**config.mk**
```make
export PLATFORM = sky130hd
export DESIGN_NAME = strat_rob
export DESIGN_NICKNAME = d
export VERILOG_FILES = /design/src/rtl/srob_pkg.sv /design/src/rtl/srob_bank.sv /design/src/rtl/srob_commit_sel.sv /design/src/rtl/strat_rob.sv
export SDC_FILE = /design/constraint.sdc
export NUM_CORES = 2
export LEC_CHECK = 0
export CORE_ASPECT_RATIO = 1.75
export CORE_MARGIN = 10
export CORE_UTILIZATION = 65
export DETAILED_ROUTE_END_ITERATION = 6
export GPL_TIMING_DRIVEN = 0
export PLACE_DENSITY = 0.83
export SYNTH_ARGS = -nofsm -noshare
export SYNTH_HDL_FRONTEND = slang
export SYNTH_SLANG_ARGS = --single-unit
```
**constraint.sdc**
```tcl
create_clock -name clk -period 9 [get_ports clk]
set_input_delay 1.8 -clock clk [delete_from_list [all_inputs] [get_ports clk]]
set_output_delay 1.8 -clock clk [all_outputs]
set_load 0.05 [all_outputs]
```
**src/rtl/srob_pkg.sv**
```systemverilog
package srob_pkg;

    localparam int NUM_BANKS  = 4;
    localparam int BANK_DEPTH = 8;
    localparam int REG_NUM_W  = 7;

    localparam int BANK_SEL_W = $clog2(NUM_BANKS);
    localparam int SLOT_W     = $clog2(BANK_DEPTH);
    localparam int TAG_W      = SLOT_W + BANK_SEL_W;
    localparam int KEY_W      = 1 + REG_NUM_W - BANK_SEL_W;
    localparam int SEQ_W      = $clog2(NUM_BANKS * BANK_DEPTH) + 1;
    localparam int CNT_W      = $clog2(BANK_DEPTH + 1);

    typedef logic [KEY_W-1:0] key_t;
    typedef logic [SEQ_W-1:0] seq_t;
    typedef logic [SLOT_W-1:0] slot_t;

    typedef struct packed {
        logic valid;
        logic done;
        key_t key;
        seq_t seq;
    } rob_entry_t;

    function automatic key_t make_key(input logic is_fp, input logic [REG_NUM_W-1:0] rnum);
        return {is_fp, rnum[REG_NUM_W-1:BANK_SEL_W]};
    endfunction

endpackage

```
**src/rtl/srob_bank.sv**
```systemverilog
module srob_bank
    import srob_pkg::*;
#(
    parameter int DEPTH = BANK_DEPTH
) (
    input  logic  clk,
    input  logic  rst,
    input  logic  flush,
    input  logic  alloc_en,
    input  key_t  alloc_key,
    input  seq_t  alloc_seq,
    output slot_t tail_slot,
    output logic  ready,
    input  logic  cmp_en,
    input  slot_t cmp_slot,
    input  logic  retire_en,
    output logic  head_valid,
    output logic  head_done,
    output seq_t  head_seq,
    output slot_t head_slot,
    input  key_t  lk_key,
    output logic  lk_hit,
    output slot_t lk_slot
);
    localparam int LCNT_W = $clog2(DEPTH + 1);

    rob_entry_t          ent [DEPTH];
    slot_t               head_q;
    slot_t               tail_q;
    logic [LCNT_W-1:0]   cnt_q;

    always_ff @(posedge clk) begin
        if (rst || flush) begin
            head_q <= '0;
            tail_q <= '0;
            cnt_q  <= '0;
            for (int i = 0; i < DEPTH; i++) begin
                ent[i] <= '0;
            end
        end else begin
            if (cmp_en) begin
                ent[cmp_slot].done <= 1'b1;
            end
            if (alloc_en) begin
                ent[tail_q] <= '{valid: 1'b1, done: 1'b0, key: alloc_key, seq: alloc_seq};
                tail_q      <= tail_q + 1'b1;
            end
            if (retire_en) begin
                ent[head_q].valid <= 1'b0;
                head_q            <= head_q + 1'b1;
            end
            cnt_q <= cnt_q + LCNT_W'(alloc_en) - LCNT_W'(retire_en);
        end
    end

    assign tail_slot  = tail_q;
    assign head_slot  = head_q;
    assign ready      = (cnt_q != LCNT_W'(DEPTH));
    assign head_valid = ent[head_q].valid;
    assign head_done  = ent[head_q].done;
    assign head_seq   = ent[head_q].seq;

    // Scan from oldest to youngest; the last match is the youngest producer.
    always_comb begin
        slot_t idx;
        lk_hit  = 1'b0;
        lk_slot = '0;
        for (int o = 0; o < DEPTH; o++) begin
            idx = head_q + slot_t'(o);
            if (ent[idx].valid && !ent[idx].done && ent[idx].key == lk_key) begin
                lk_hit  = 1'b1;
                lk_slot = idx;
            end
        end
    end

endmodule

```
**src/rtl/srob_commit_sel.sv**
```systemverilog
module srob_commit_sel
    import srob_pkg::*;
#(
    parameter int NB = NUM_BANKS
) (
    input  logic [NB-1:0]            head_valid,
    input  logic [NB-1:0]            head_done,
    input  logic [NB-1:0][SEQ_W-1:0] head_seq,
    input  seq_t                     commit_seq,
    output logic [NB-1:0]            retire,
    output seq_t                     n_retire
);
    // Walk program order from the oldest outstanding sequence number; each
    // step needs the next sequence number complete at the head of some bank.
    always_comb begin
        logic          go;
        logic [NB-1:0] hitk;
        retire   = '0;
        n_retire = '0;
        go       = 1'b1;
        for (int k = 0; k < NB; k++) begin
            for (int b = 0; b < NB; b++) begin
                hitk[b] = head_valid[b] && head_done[b] &&
                          (head_seq[b] == seq_t'(commit_seq + seq_t'(k)));
            end
            if (go && (hitk != '0)) begin
                retire   = retire | hitk;
                n_retire = n_retire + 1'b1;
            end else begin
                go = 1'b0;
            end
        end
    end

endmodule

```
**src/rtl/strat_rob.sv**
```systemverilog
module strat_rob
    import srob_pkg::*;
(
    input  logic                           clk,
    input  logic                           rst,
    input  logic                           flush,
    input  logic [NUM_BANKS-1:0]           alloc_valid,
    input  logic [NUM_BANKS-1:0]           alloc_is_fp,
    input  logic [NUM_BANKS*REG_NUM_W-1:0] alloc_reg,
    output logic [NUM_BANKS-1:0]           alloc_ready,
    output logic [NUM_BANKS*TAG_W-1:0]     alloc_tag,
    input  logic                           cmp_valid,
    input  logic [TAG_W-1:0]               cmp_tag,
    output logic [NUM_BANKS-1:0]           commit_valid,
    output logic [NUM_BANKS*TAG_W-1:0]     commit_tag,
    input  logic                           lk_is_fp,
    input  logic [REG_NUM_W-1:0]           lk_reg,
    output logic                           lk_hit,
    output logic [TAG_W-1:0]               lk_tag
);
    localparam int NB = NUM_BANKS;

    logic [NB-1:0]              acc;
    logic [NB-1:0][SEQ_W-1:0]   lane_seq;
    seq_t                       acc_cnt;
    seq_t                       alloc_ctr_q;
    seq_t                       commit_ctr_q;
    seq_t                       n_retire;
    logic [NB-1:0]              retire_raw;
    logic [NB-1:0]              retire;
    logic [NB-1:0][SLOT_W-1:0]  tail_slot;
    logic [NB-1:0][SLOT_W-1:0]  head_slot;
    logic [NB-1:0][SLOT_W-1:0]  bank_lk_slot;
    logic [NB-1:0]              bank_lk_hit;
    logic [NB-1:0]              head_valid;
    logic [NB-1:0]              head_done;
    logic [NB-1:0][SEQ_W-1:0]   head_seq;
    key_t                       lk_key;
    logic [BANK_SEL_W-1:0]      lk_bank;

    assign acc    = alloc_valid & alloc_ready & {NB{~flush}};
    assign retire = retire_raw & {NB{~flush}};

    // Lower lanes are older: each accepted lane takes the next sequence number.
    always_comb begin
        seq_t run;
        run = '0;
        for (int b = 0; b < NB; b++) begin
            lane_seq[b] = alloc_ctr_q + run;
            if (acc[b]) begin
                run = run + 1'b1;
            end
        end
        acc_cnt = run;
    end

    always_ff @(posedge clk) begin
        if (rst || flush) begin
            alloc_ctr_q  <= '0;
            commit_ctr_q <= '0;
        end else begin
            alloc_ctr_q  <= alloc_ctr_q + acc_cnt;
            commit_ctr_q <= commit_ctr_q + n_retire;
        end
    end

    assign lk_key  = make_key(lk_is_fp, lk_reg);
    assign lk_bank = lk_reg[BANK_SEL_W-1:0];

    for (genvar b = 0; b < NB; b++) begin : g_bank
        srob_bank #(.DEPTH(BANK_DEPTH)) u_bank (
            .clk        (clk),
            .rst        (rst),
            .flush      (flush),
            .alloc_en   (acc[b]),
            .alloc_key  (make_key(alloc_is_fp[b], alloc_reg[b*REG_NUM_W +: REG_NUM_W])),
            .alloc_seq  (lane_seq[b]),
            .tail_slot  (tail_slot[b]),
            .ready      (alloc_ready[b]),
            .cmp_en     (cmp_valid && (cmp_tag[BANK_SEL_W-1:0] == BANK_SEL_W'(b))),
            .cmp_slot   (cmp_tag[TAG_W-1:BANK_SEL_W]),
            .retire_en  (retire[b]),
            .head_valid (head_valid[b]),
            .head_done  (head_done[b]),
            .head_seq   (head_seq[b]),
            .head_slot  (head_slot[b]),
            .lk_key     (lk_key),
            .lk_hit     (bank_lk_hit[b]),
            .lk_slot    (bank_lk_slot[b])
        );
        assign alloc_tag[b*TAG_W +: TAG_W]  = {tail_slot[b], BANK_SEL_W'(b)};
        assign commit_tag[b*TAG_W +: TAG_W] = {head_slot[b], BANK_SEL_W'(b)};
    end

    srob_commit_sel #(.NB(NB)) u_commit (
        .head_valid (head_valid),
        .head_done  (head_done),
        .head_seq   (head_seq),
        .commit_seq (commit_ctr_q),
        .retire     (retire_raw),
        .n_retire   (n_retire)
    );

    assign commit_valid = retire;
    assign lk_hit       = bank_lk_hit[lk_bank];
    assign lk_tag       = {bank_lk_slot[lk_bank], lk_bank};

endmodule

```
==> impl_metrics.tcl <==
set metrics [dict create \
    drcViolationCount 1 \
    die_x_um 206 \
    fin_ws_ns -0.189 \
    grt_overflow 0 \
    nNetsFinal 3586 \
    peakVddDrop_uv 234 \
    synthFlopType "edfxtp_1" \
    antenna_left 0 \
    grt_pass1_vias 33124 \
    syn_to_final_growth_pct 9.02 \
    grt_pass1_wl_um 222000 \
    power_density_nw_per_um2 128 \
    synth_cell_type_count 96 \
    syn_area_um2 39500 \
    crit_path_start_kind "input pin" \
    root_buffer "clkbuf_16" \
    hold_path.class "reg -> reg" \
    relSlewSlack_pct -1.88 \
    postPlaceCellArea_um2 41400 \
    fmax_ghz 0.109 \
    cts_htree_levels 2 \
    grt_max_degree 20 \
    dpl.cell_count 4194 \
    drtIter0Drc 4730 \
    via_count 32631 \
    fill_cells 3972 \
    port_buffers 76 \
    gp_congestion 1.09 \
    rsz0062_at_grt "false" \
    fin_cells 4276 \
    cp.arrival_ns 7.39 \
    maxCapViolations 2 \
    critPathCaptureType "primary output" \
    synth_edf_count 384 \
    post_cts_buffers 0 \
    worstMarginPinSlew_ns 1.53 \
    slew_viol_final 20 \
    clockBufferDepth 3 \
    antenna_found_initial 6 \
    p_total_mw 5.51 \
    vias_per_cell 7.63 \
    worst-path-max-fanout 10 \
    grt_usage_pct 42.3 \
    regArea_um2 14100 \
    critPathRequiredTime_ns 7.20 \
    path_clk_slew_ns 0.07 \
    first_pass_iters 7 \
    ys_ff_latch 512 \
    fp-row-count 119 \
    wire_per_inst_um 35.7 \
    fin_skew_ns 0.0195 \
    ys_seq_area_share_pct 35.7 \
    async_flop_share_pct 0 \
    status "finished, violations left" \
    post-route-period-util_pct 102 \
    crit_type "in -> out" \
    pin_count 107 \
    synth_area_per_cell_um2 11.9 \
    synthesis.instances 3309 \
    violations "DRC, capacitance limit, slew limit, setup timing" \
    p_leak_nw 15.8 \
    whs_ns 0.538 \
    die_y_um 346 \
    clkLatencyLatePin_ns 0.60 \
    cts_tree "done" \
    cts_inserted_buffers 43 \
    dpl.hpwl_um 110000 \
    multi_input_area_um2 23900 \
    pre_cts_slack_ns -0.101 \
    core_area_um2 60200 \
    initial_utilization_pct 65.7 \
    hold_violations 0 \
    dieArea_um2 71400 \
    final_cell_area_um2 43100 \
    finalSetupViolations 1 \
    clock_sinks 512 \
    cts.hold.buffers_added 0 \
    drive_gt1_share_pct 21.2 \
    routed_wl_um 153000 \
    finalCriticalPeriod_ns 9.19 \
    yosysWarnings 0 \
]
through the flow:
stage | util (%) | setup TNS (ns)
2_1_floorplan | - | 0
3_3_place_gp | 68.7 | -1.72
3_5_place_dp | 68.8 | -0.166
4_1_cts | 71.4 | 0
5_1_grt | 71.6 | 0
6_report | 71.6 | -0.189
state kept, by name, indices dropped and copies added (netlist names), named ones only:
name and cells:
g_bank.u_bank.head_slot 12, g_bank.u_bank.tail_slot 12, g_bank.u_bank.cnt_q 16, commit_ctr_q 6
alloc_ctr_q 6, g_bank.u_bank.ent 448
where the power goes:
part	switching [mW]	internal (mW)	total, mW
Clock	0.947	1.14	2.08
Combinational	0.427	0.266	0.694
Sequential	0.117	2.62	2.73
Total	1.49	4.02	5.51
path summary, 6_finish.rpt:
path	startpoint	to	slack, ns	cells after the start
max reg2reg	flip-flop	g_bank[3].u_bank.cnt_q[3]$_SDFF_PP0_	3.57	18
min reg2reg	g_bank[0].u_bank.ent[5][12]$_SDFF_PP0_	g_bank[0].u_bank.ent[5][12]$_SDFF_PP0_	0.54	2
max	lk_reg[6]	lk_tag[2]	-0.19	12
min	g_bank[0].u_bank.ent[5][12]$_SDFF_PP0_	g_bank[0].u_bank.ent[5][12]$_SDFF_PP0_	0.54	2
timing repair:
item | 4_1_cts | 5_1_grt
hold endpoints to repair | 0 | 0
setup endpoints to repair | 3 | 4
resized for setup | 6 | 21
placed cells by master (no fill, tap or decap), drive strengths merged, types with 8 or more instances in the layout:
cell type / count
nor2b: 38
edfxtp: 384
and3: 101
a21oi: 113
conb: 18
nand4: 38
xor2: 87
o2111ai: 8
clkdlybuf4s50: 74
inv: 65
clkbuf: 138
mux2: 21
o21ai: 46
clkinv: 15
xnor2: 261
or3: 17
nand3b: 18
dfxtp: 128
nor3b: 38
mux4: 389
fa: 8
nand3: 66
o211ai: 11
a22oi: 32
buf: 186
mux2i: 251
and2: 196
a21o: 10
ha: 71
nor4: 36
nor3: 63
nand2: 126
nor2: 261
nand2b: 35
critical path, cell delays in order:
cell and delay (ns):
clkdlybuf4s50_1 0.66, clkdlybuf4s15_1 0.90, buf_2 0.68, xnor2_1 0.15, nor3_1 0.25, nand4_1 0.38
nor2b_1 0.30, a311oi_1 0.39, nor3_1 0.08, o21ai_1 0.50, nor4bb_1 0.41, clkdlybuf4s50_1 0.87
metal layers:
metal	GRT usage (%)	wire length [um]
met5	0	39
met2	68.3	73200
met1	45.6	45800
met3	10.4	17400
met4	36.4	16200
synthesized netlist by cell type (38+ instances only):
| cell type | count | share of area (%) |
|---|---|---|
| nor3b_1 | 38 | 0.72 |
| nand3_1 | 66 | 0.84 |
| a21oi_1 | 109 | 1.4 |
| o21ai_0 | 42 | 0.53 |
| buf_2 | 92 | 1.2 |
| buf_4 | 45 | 0.86 |
| nand4_1 | 38 | 0.60 |
| nor2b_1 | 38 | 0.60 |
| mux2i_1 | 233 | 5.9 |
| nor3_1 | 60 | 0.76 |
| nand2_1 | 126 | 1.2 |
| mux4_2 | 389 | 22 |
| dfxtp_1 | 128 | 6.5 |
| xor2_1 | 84 | 1.9 |
| inv_1 | 52 | 0.49 |
| and2_1 | 196 | 3.1 |
| xnor2_1 | 259 | 5.7 |
| and3_1 | 101 | 1.6 |
| ha_1 | 71 | 2.2 |
| nor2_1 | 260 | 2.5 |
| edfxtp_1 | 384 | 29 |
| clkbuf_1 | 80 | 0.76 |
area by class of cell:
| class | count | area share [%] |
|---|---|---|
| timing repair buffer | 85 | 2.00 |
| antenna | 2 | 0.0116 |
| sequential | 512 | 32.7 |
| inverter | 65 | 0.578 |
| multi-input combinational | 2483 | 55.4 |
| clock inverter | 24 | 0.691 |
| buffer | 264 | 3.42 |
| tap | 786 | 2.28 |
| clock buffer | 55 | 2.87 |
cells by family (layout without fill, tap and decap cells):
logic type                 Yosys count  in the layout  synth area share, %
AOI/OAI and AO/OA                  302            302                 5.11
muxes                              661            661                 29.4
DFF                                512            512                 35.7
buffers and inverters              330            493                 4.25
other                                2             20               0.0190
adders and majority gates           79             79                 2.65
and+or+nand+nor                   1075           1075                 15.1
xor gates and xnor gates           348            348                 7.84
No activity file was read; power rests on OpenSTA's default activity.
